===== src/rtl/prio_irq_ctrl.sv =====
module prio_irq_ctrl #(
  parameter int NSRC = 8,
  parameter int LVLW = 3,
  parameter int IDW  = $clog2(NSRC + 1)
) (
  input  logic            clk,
  input  logic            rst_n,
  input  logic [NSRC-1:0] req,
  input  logic            nmi,
  input  logic            en_we,
  input  logic            en_wdata,
  input  logic            mask_we,
  input  logic [NSRC-1:0] mask_wdata,
  input  logic            lvl_we,
  input  logic [IDW-1:0]  lvl_idx,
  input  logic [LVLW-1:0] lvl_wdata,
  input  logic            ack,
  output logic            intr,
  output logic [IDW-1:0]  dev_id,
  output logic            nmi_pending
);

  localparam logic [IDW-1:0] NMI_ID = '1;

  logic            en_q;
  logic [NSRC-1:0] mask_q;
  logic [LVLW-1:0] lvl_q [NSRC];
  logic            nmi_q;
  logic            intr_q;
  logic [IDW-1:0]  id_q;

  logic [NSRC-1:0] elig;
  logic            hit;
  logic [LVLW-1:0] best_l;
  logic [IDW-1:0]  best_i;
  logic            nmi_act;
  logic            nmi_taken;
  logic            cand_v;
  logic [IDW-1:0]  cand_id;

  assign elig      = req & ~mask_q & {NSRC{en_q}};
  assign nmi_act   = nmi | nmi_q;
  assign nmi_taken = intr_q & ack & (id_q == NMI_ID);

  always_comb begin
    hit    = 1'b0;
    best_l = '0;
    best_i = '0;
    for (int i = 0; i < NSRC; i++) begin
      if (elig[i] && (!hit || lvl_q[i] > best_l)) begin
        hit    = 1'b1;
        best_l = lvl_q[i];
        best_i = IDW'(i);
      end
    end
  end

  assign cand_v  = nmi_act | hit;
  assign cand_id = nmi_act ? NMI_ID : best_i;

  always_ff @(posedge clk) begin
    if (!rst_n) begin
      en_q   <= 1'b0;
      mask_q <= '1;
      nmi_q  <= 1'b0;
      intr_q <= 1'b0;
      id_q   <= '0;
    end else begin
      if (en_we)   en_q   <= en_wdata;
      if (mask_we) mask_q <= mask_wdata;
      nmi_q <= nmi | (nmi_q & ~nmi_taken);
      if (intr_q && ack) begin
        intr_q <= 1'b0;
        id_q   <= '0;
      end else if (!intr_q || (nmi_act && id_q != NMI_ID)) begin
        intr_q <= cand_v;
        id_q   <= cand_id;
      end
    end
  end

  for (genvar g = 0; g < NSRC; g++) begin : g_lvl
    always_ff @(posedge clk) begin
      if (!rst_n)
        lvl_q[g] <= '0;
      else if (lvl_we && lvl_idx == IDW'(g))
        lvl_q[g] <= lvl_wdata;
    end
  end

  assign intr        = intr_q;
  assign dev_id      = id_q;
  assign nmi_pending = nmi_q;

endmodule


===== config.mk =====
export PLATFORM = sky130hd
export DESIGN_NAME = prio_irq_ctrl
export DESIGN_NICKNAME = d
export VERILOG_FILES = /design/src/rtl/prio_irq_ctrl.sv
export SDC_FILE = /design/constraint.sdc
export NUM_CORES = 1
export LEC_CHECK = 0
export BUFFER_PORTS_ARGS = -buffer_cell sky130_fd_sc_hd__buf_4
export CORE_MARGIN = 5
export CORE_UTILIZATION = 60
export DETAILED_ROUTE_END_ITERATION = 8
export PLACE_DENSITY_LB_ADDON = 0.1
export SLEW_MARGIN = 0
export SYNTH_ARGS = -nofsm -noshare
export SYNTH_HDL_FRONTEND = slang
export SYNTH_SLANG_ARGS = --single-unit

===== constraint.sdc =====
create_clock -name clk -period 15 [get_ports clk]
set_input_delay 0.75 -clock clk [delete_from_list [all_inputs] [get_ports clk]]
set_output_delay 0.75 -clock clk [all_outputs]
set_load 0.05 [all_outputs]

Word level (Yosys, flattened, before mapping) --
Memory sizes are Yosys's and may differ from the RTL's. Index checks and enable logic that the tools add are counted.
Word-level totals: bits in registers 15, memory bits (writable) 24, input bits 31, memories kept 1
Operators by class: order comparisons 7, equality and inequality tests 9, mux-type cells 56, bitwise gates (word level) 19, reductions and logical operators 35
Memory list:
- lvl_q | depth 8, bits a word 3, rd ports 8, clocked after Yosys merged registers in 0, wr ports 8, RTL line 27 | logic [LVLW-1:0] lvl_q [NSRC];
Operators with widths (count):
- 2-to-1 mux 3 bit | 15
- 2-to-1 mux 1 bit | 34
- 2-to-1 mux 4 bit | 7
- > comparator 3 bit | 7
- logical AND 1 bit | 17
- AND 8 bit | 2
- == test 4 x 3 -> 1 bit, second input constant | 4
- bitwise OR 1 bit | 11
- == test 4 x 2 -> 1 bit, second input constant | 2
- logical NOT 1 bit | 8
- logical OR 1 bit | 8
- NOT 8 bit | 1
- == test 4 x 1 -> 1 bit, second input constant | 1
- == test 4 bit, second input constant | 1
- logical NOT 4 bit | 1
- != test 4 bit, second input constant | 1
- AND 1 bit | 3
- NOT 1 bit | 2
- OR reduction 2 bit | 1

Depth between registers and ports, before layout --
depth in word-level cells 33, depth in mapped cells 47, gate-level depth less buffers 47

Least setup slack after synthesis --
No wires, ideal clock.
path kind in2reg, from in req[0], to reg id_q[0], in the netlist dev_id[0], library setup time 122 ps, data arrival time 9289 ps, required time 14878 ps, slack 5590 ps, stages 45, cell sequence and3b_1 and2_1 ha_1 and3_1 a21oi_1 o21a_2 a21oi_1 ha_1 and3b_1 o21ai_0 a21o_1 nor2_1 or2_2 ha_1 a21oi_1 a32oi_1 o21a_1 o31ai_1 [... 9 more ...] o32ai_2 nand2_1 nand2_1 o221ai_1 ha_1 nor2b_1 nor3_1 a311oi_1 o21a_2 or4b_1 o211ai_1 ha_1 nor2b_1 o21ai_0 nand2b_1 a22oi_1 o21ai_1 o311a_1
Between the ends: longest elaborated chain between the ends 32, elaborated cells between the ends (all ways) 52, classes of those cells 7 x order compare; 22 x mux; 2 x bitwise; 21 x reduce/logical
Ends and longest elaborated chain:
- from (decl) | RTL line 8 | input logic [NSRC-1:0] req,
- AND 8 bit * (2 in series) | RTL line 41 | assign elig = req & ~mask_q & {NSRC{en_q}};
- 2-to-1 mux 3 bit or 2-to-1 mux 1 bit (tied branches) | RTL line 50 | if (elig[i] && (!hit || lvl_q[i] > best_l)) begin
- > comparator 3 bit or logical NOT 1 bit (tied branches) | RTL line 50
- logical OR 1 bit | RTL line 50
- logical AND 1 bit | RTL line 50
- 2-to-1 mux 3 bit or 2-to-1 mux 1 bit (tied branches) | RTL line 50
- > comparator 3 bit or logical NOT 1 bit (tied branches) | RTL line 50
- logical OR 1 bit | RTL line 50
- [... 15 more ...]
- logical OR 1 bit | RTL line 50
- logical AND 1 bit | RTL line 50
- 2-to-1 mux 3 bit or 2-to-1 mux 1 bit (tied branches) | RTL line 50
- > comparator 3 bit or logical NOT 1 bit (tied branches) | RTL line 50
- logical OR 1 bit | RTL line 50
- logical AND 1 bit | RTL line 50
- 2-to-1 mux 4 bit * | RTL line 50
- 2-to-1 mux 4 bit * | RTL line 59 | assign cand_id = nmi_act ? NMI_ID : best_i;
- to (signal assigned) | RTL line 77 | id_q <= cand_id;
- to (decl) | RTL line 30 | logic [IDW-1:0] id_q;
Every way passes the cells marked *; elsewhere a longest branch is shown, timed or not. A chain may end at the register's enable or synchronous reset.

Worst setup path in the final report --
from reg en_q, to reg id_q[0], in the netlist dev_id[0]
Between the ends: longest elaborated chain between the ends 31, elaborated cells between the ends (all ways) 51, classes of those cells 7 x order compare; 22 x mux; 1 x bitwise; 21 x reduce/logical
Ends and longest elaborated chain:
- from (decl) | RTL line 25 | logic en_q;
- from (signal assigned) | RTL line 69 | if (en_we) en_q <= en_wdata;
- AND 8 bit * | RTL line 41
- 2-to-1 mux 3 bit or 2-to-1 mux 1 bit (tied branches) | RTL line 50
- > comparator 3 bit or logical NOT 1 bit (tied branches) | RTL line 50
- logical OR 1 bit | RTL line 50
- logical AND 1 bit | RTL line 50
- 2-to-1 mux 3 bit or 2-to-1 mux 1 bit (tied branches) | RTL line 50
- > comparator 3 bit or logical NOT 1 bit (tied branches) | RTL line 50
- logical OR 1 bit | RTL line 50
- [... 15 more ...]
- logical OR 1 bit | RTL line 50
- logical AND 1 bit | RTL line 50
- 2-to-1 mux 3 bit or 2-to-1 mux 1 bit (tied branches) | RTL line 50
- > comparator 3 bit or logical NOT 1 bit (tied branches) | RTL line 50
- logical OR 1 bit | RTL line 50
- logical AND 1 bit | RTL line 50
- 2-to-1 mux 4 bit * | RTL line 50
- 2-to-1 mux 4 bit * | RTL line 59
Marks and branches as above.

==> impl_metrics.csv <==
group,metric,value,unit
status,outcome,"complete, no violations",
grt,global_route_wire_length_before_repair,9080,um
finish,final_layout_size_suffix_gt1_share,20.6,%
worst_setup_path,worst-r2r-cell-count,45,
placement,place.detailed.instances,355,
worst_setup_path,worst_setup_path_endpoint,"dev_id[0]",
pwr,powerDensity,78.4,nW/um^2
run,max_cap_viol_count,0,
yosys,synth.area.top_cells,"sky130_fd_sc_hd__edfxtp_1 27%, sky130_fd_sc_hd__dfxtp_1 11%, sky130_fd_sc_hd__ha_1 9.9%, sky130_fd_sc_hd__and2_1 6.1%, sky130_fd_sc_hd__mux2i_1 4.1%",
sta,final-setup-viol-count,0,
finish,finish.net_count,362,
pwr,leakage,1.25,nW
drt,drt-total-wl,5330,um
grt,largest_net_degree_at_the_start_of_global_routing,25,
worst_setup_path,critical_path.most_common_cell,"sky130_fd_sc_hd__ha_1",
placement,portBuffers,36,
sta,worst-slew-pin-transition,582,ps
grt,via_count_of_the_first_global_routing_pass,1957,
sta,unrepaired_setup_endpoints_after_global_routing,"false",
drt,drc,0,
clock_tree,post_cts_resized,0,
yosys,synth_compound_gate_area_share,18.5,%
drt,drtIter0Drc,87,
die,die-area,5870,um^2
die,initial_core_util,61.6,%
die,floorplan.die.width,76.6,um
worst_setup_path,timing.setup.critical_path_class,"flip-flop to flip-flop",
worst_setup_path,reg2reg_from,"en_q",
clock_tree,cts-htree-levels,2,
clock_tree,cts.reportedPaths.clkPinSlew,80,ps
placement,placement.cell_area,2980,um^2
sta,timing.fmax,95.8,MHz
finish,n_fill_cell,365,
clock_tree,ctsLongestPathBuffers,2,
worst_setup_path,worst_setup_path_startpoint,"en_q",
yosys,synthAdderAreaFrac,9.86,%
worst_setup_path,setup.reg_to_reg.worst_slack,4560,ps
yosys,postSynthNetCount,323,
worst_setup_path,timing.critical_path.fanout_max,15,
die,pin_count,37,
yosys,synthSimpleGateAreaFrac,24.9,%
clock_tree,numClockSinks,39,
grt,number_of_antenna_violations_at_the_first_check_in_global_routing,0,
yosys,ys_async_sr_fraction,0,%
sta,worst_slew_margin_rel,61.1,%
drt,drtAntennaViolNets,0,
clock_tree,tritoncts_clock_tree,"done",
yosys,ys_ff_latch,39,
grt,tot_gr_track_use,18.8,%
finish,cell_area_after_layout,3060,um^2
yosys,synthXorXnorAreaFrac,0,%
clock_tree,post_cts_hold_fix_bufs,0,
yosys,yosys.cell_types.count,56,
worst_setup_path,crit-reg2reg-capture,"dev_id[0]",
yosys,synth-edff-count,24,
worst_setup_path,critical_path.slowest_cell,"sky130_fd_sc_hd__dfxtp_1",
yosys,ys.warnings.count,0,
finish,num_antenna_cells,0,
clock_tree,postCtsSetupRepairBufs,0,
yosys,synth_top_family_by_area,"simple AND/OR/NAND/NOR gates",
worst_setup_path,data_arrival_time_of_the_worst_path,10620,ps
sta,finalSetupTns,0,ps
yosys,yosys.area.top_type_share,27.1,%
pwr,vdd.ir_drop.worst,0.0000626,V
yosys,ys_seq_area_share,38.3,%
yosys,post_synth_instance_area,2660,um^2
yosys,synth.mux.area_fraction,5.82,%
clock_tree,clkLatencyLatePin,290,ps
pwr,design_power_total,0.240,mW
drt,dr_total_vias,2099,
drt,first_pass_iters,4,
drt,viasPerCell,5.78,
worst_setup_path,critPathLaunchType,"flip-flop",
worst_setup_path,crit_required,15190,ps
sta,fin_worst_skew,3.41,ps
finish,final_cell_count_no_fill,363,
yosys,postSynthAreaPerCell,9.83,um^2
clock_tree,cts-buffers-inserted,5,
grt,global_route.overflow_total,0,
worst_setup_path,worst_setup_path_end_kind,"flip-flop",
die,die-height,76.6,um
yosys,cell_accounting_for_the_most_synthesized_area,"sky130_fd_sc_hd__edfxtp_1",
finish,area_delta_synth_final,14.9,%
sta,period_share,69.6,%
sta,fin_crit,10440,ps
sta,timing.final.max_slew_violations,0,
die,core,4320,um^2
clock_tree,clock_tree.root_cell,"sky130_fd_sc_hd__clkbuf_8",
yosys,synth_commonest_cells,"26 x sky130_fd_sc_hd__and2_1, 26 x sky130_fd_sc_hd__nand2_1, 24 x sky130_fd_sc_hd__edfxtp_1",
sta,report.final.hold_viol_count,0,
placement,dp_hpwl,4320,um
placement,globalplace.congestion,0.828,
yosys,syn-instance-count,271,
hold_path,hp-class,"flip-flop to flip-flop",
die,number_of_rows_in_the_core_area,24,
worst_setup_path,max_stage_delay,690,ps
yosys,synth-main-ff-cell,"sky130_fd_sc_hd__edfxtp_1",
drt,average_wire_length_per_cell_after_detail_routing,14.7,um
-- per-stage QoR --
stage	hold slack (ps)	setup WS [ps]	utilization, %
finish	478	4560	70.8
global route	518	3800	70.8
CTS	480	4600	70.8
detailed placement	459	4560	68.8
global placement	449	4800	68.8
floorplan	432	5590	-
-- critical path: cells and delay by family (launching register included) --
kind	cells	cell delay (ps)
muxes	2	700
AOI/OAI and AO/OA	21	4570
buffers and inverters	1	90
DFF	1	690
and+or+nand+nor	14	2180
adders and majority gates	7	2100
-- worst min-delay path by stage --
| stage | from | endpoint | slack [ps] | cells after the start |
|---|---|---|---|---|
| after floorplan | mask_q[7] | mask_q[7] | 430 | 2 |
| after global placement | mask_q[7] | mask_q[7] | 450 | 2 |
| after CTS | mask_q[7] | mask_q[7] | 480 | 2 |
| final | mask_q[4] | mask_q[4] | 480 | 2 |
| after detailed placement | mask_q[7] | mask_q[7] | 460 | 2 |
| after global routing | mask_q[4] | mask_q[4] | 520 | 2 |
-- layout by cell type (no fill, tap or decap), types with 4 or more instances in the layout --
cell type and n:
sky130_fd_sc_hd__mux2i_1 11, sky130_fd_sc_hd__nand2_1 26, sky130_fd_sc_hd__nand3b_1 6, sky130_fd_sc_hd__edfxtp_1 24
sky130_fd_sc_hd__and2_1 26, sky130_fd_sc_hd__ha_1 21, sky130_fd_sc_hd__dfxtp_1 15, sky130_fd_sc_hd__buf_4 36
sky130_fd_sc_hd__o21a_1 4, sky130_fd_sc_hd__nor3_1 5, sky130_fd_sc_hd__a211oi_1 4, sky130_fd_sc_hd__nand3_1 8
sky130_fd_sc_hd__clkbuf_8 5, sky130_fd_sc_hd__o21ai_0 15, sky130_fd_sc_hd__inv_1 12, sky130_fd_sc_hd__nor2b_1 6
sky130_fd_sc_hd__nor2_1 16, sky130_fd_sc_hd__a21oi_1 10
-- routing by layer --
metal  part of all wire (%)  GRT usage, %  vias to the layer above
met3                    6.0          6.03                        6
met5                      0             0                        -
li1                       -             -                     1086
met4                    1.4          6.12                        0
met1                     45          24.0                      963
met2                     47          30.1                       44
-- cell families (layout without fill, tap and decap cells) --
logic type / count (synthesis) / count (layout)
adders and majority gates: 21 / 21
muxes: 15 / 15
AOI/OAI and AO/OA: 65 / 65
DFF: 39 / 39
and+or+nand+nor: 115 / 115
buffers and inverters: 16 / 56
-- state kept, by name (all words and copies together) (netlist names) --
name	flops
lvl_q	24
dev_id	4
en_q	1
intr	1
nmi_pending	1
mask_q	8
-- final cells by class --
type	instances	area [um^2]	area share (%)
tap	52	65.1	2.13
clock buffer	6	72.6	2.37
timing repair buffer	36	270	8.83
inverter	12	45.0	1.47
sequential	39	1020	33.3
multi-input combinational	216	1580	51.5
clock inverter	2	12.5	0.409
-- where the power goes --
group,leakage (nW),switching [mW],internal [mW]
registers,0.355,0.00563,0.121
clock network,0.0412,0.0370,0.0325
logic,0.854,0.0246,0.0196
(Power assumes the default switching activity.)
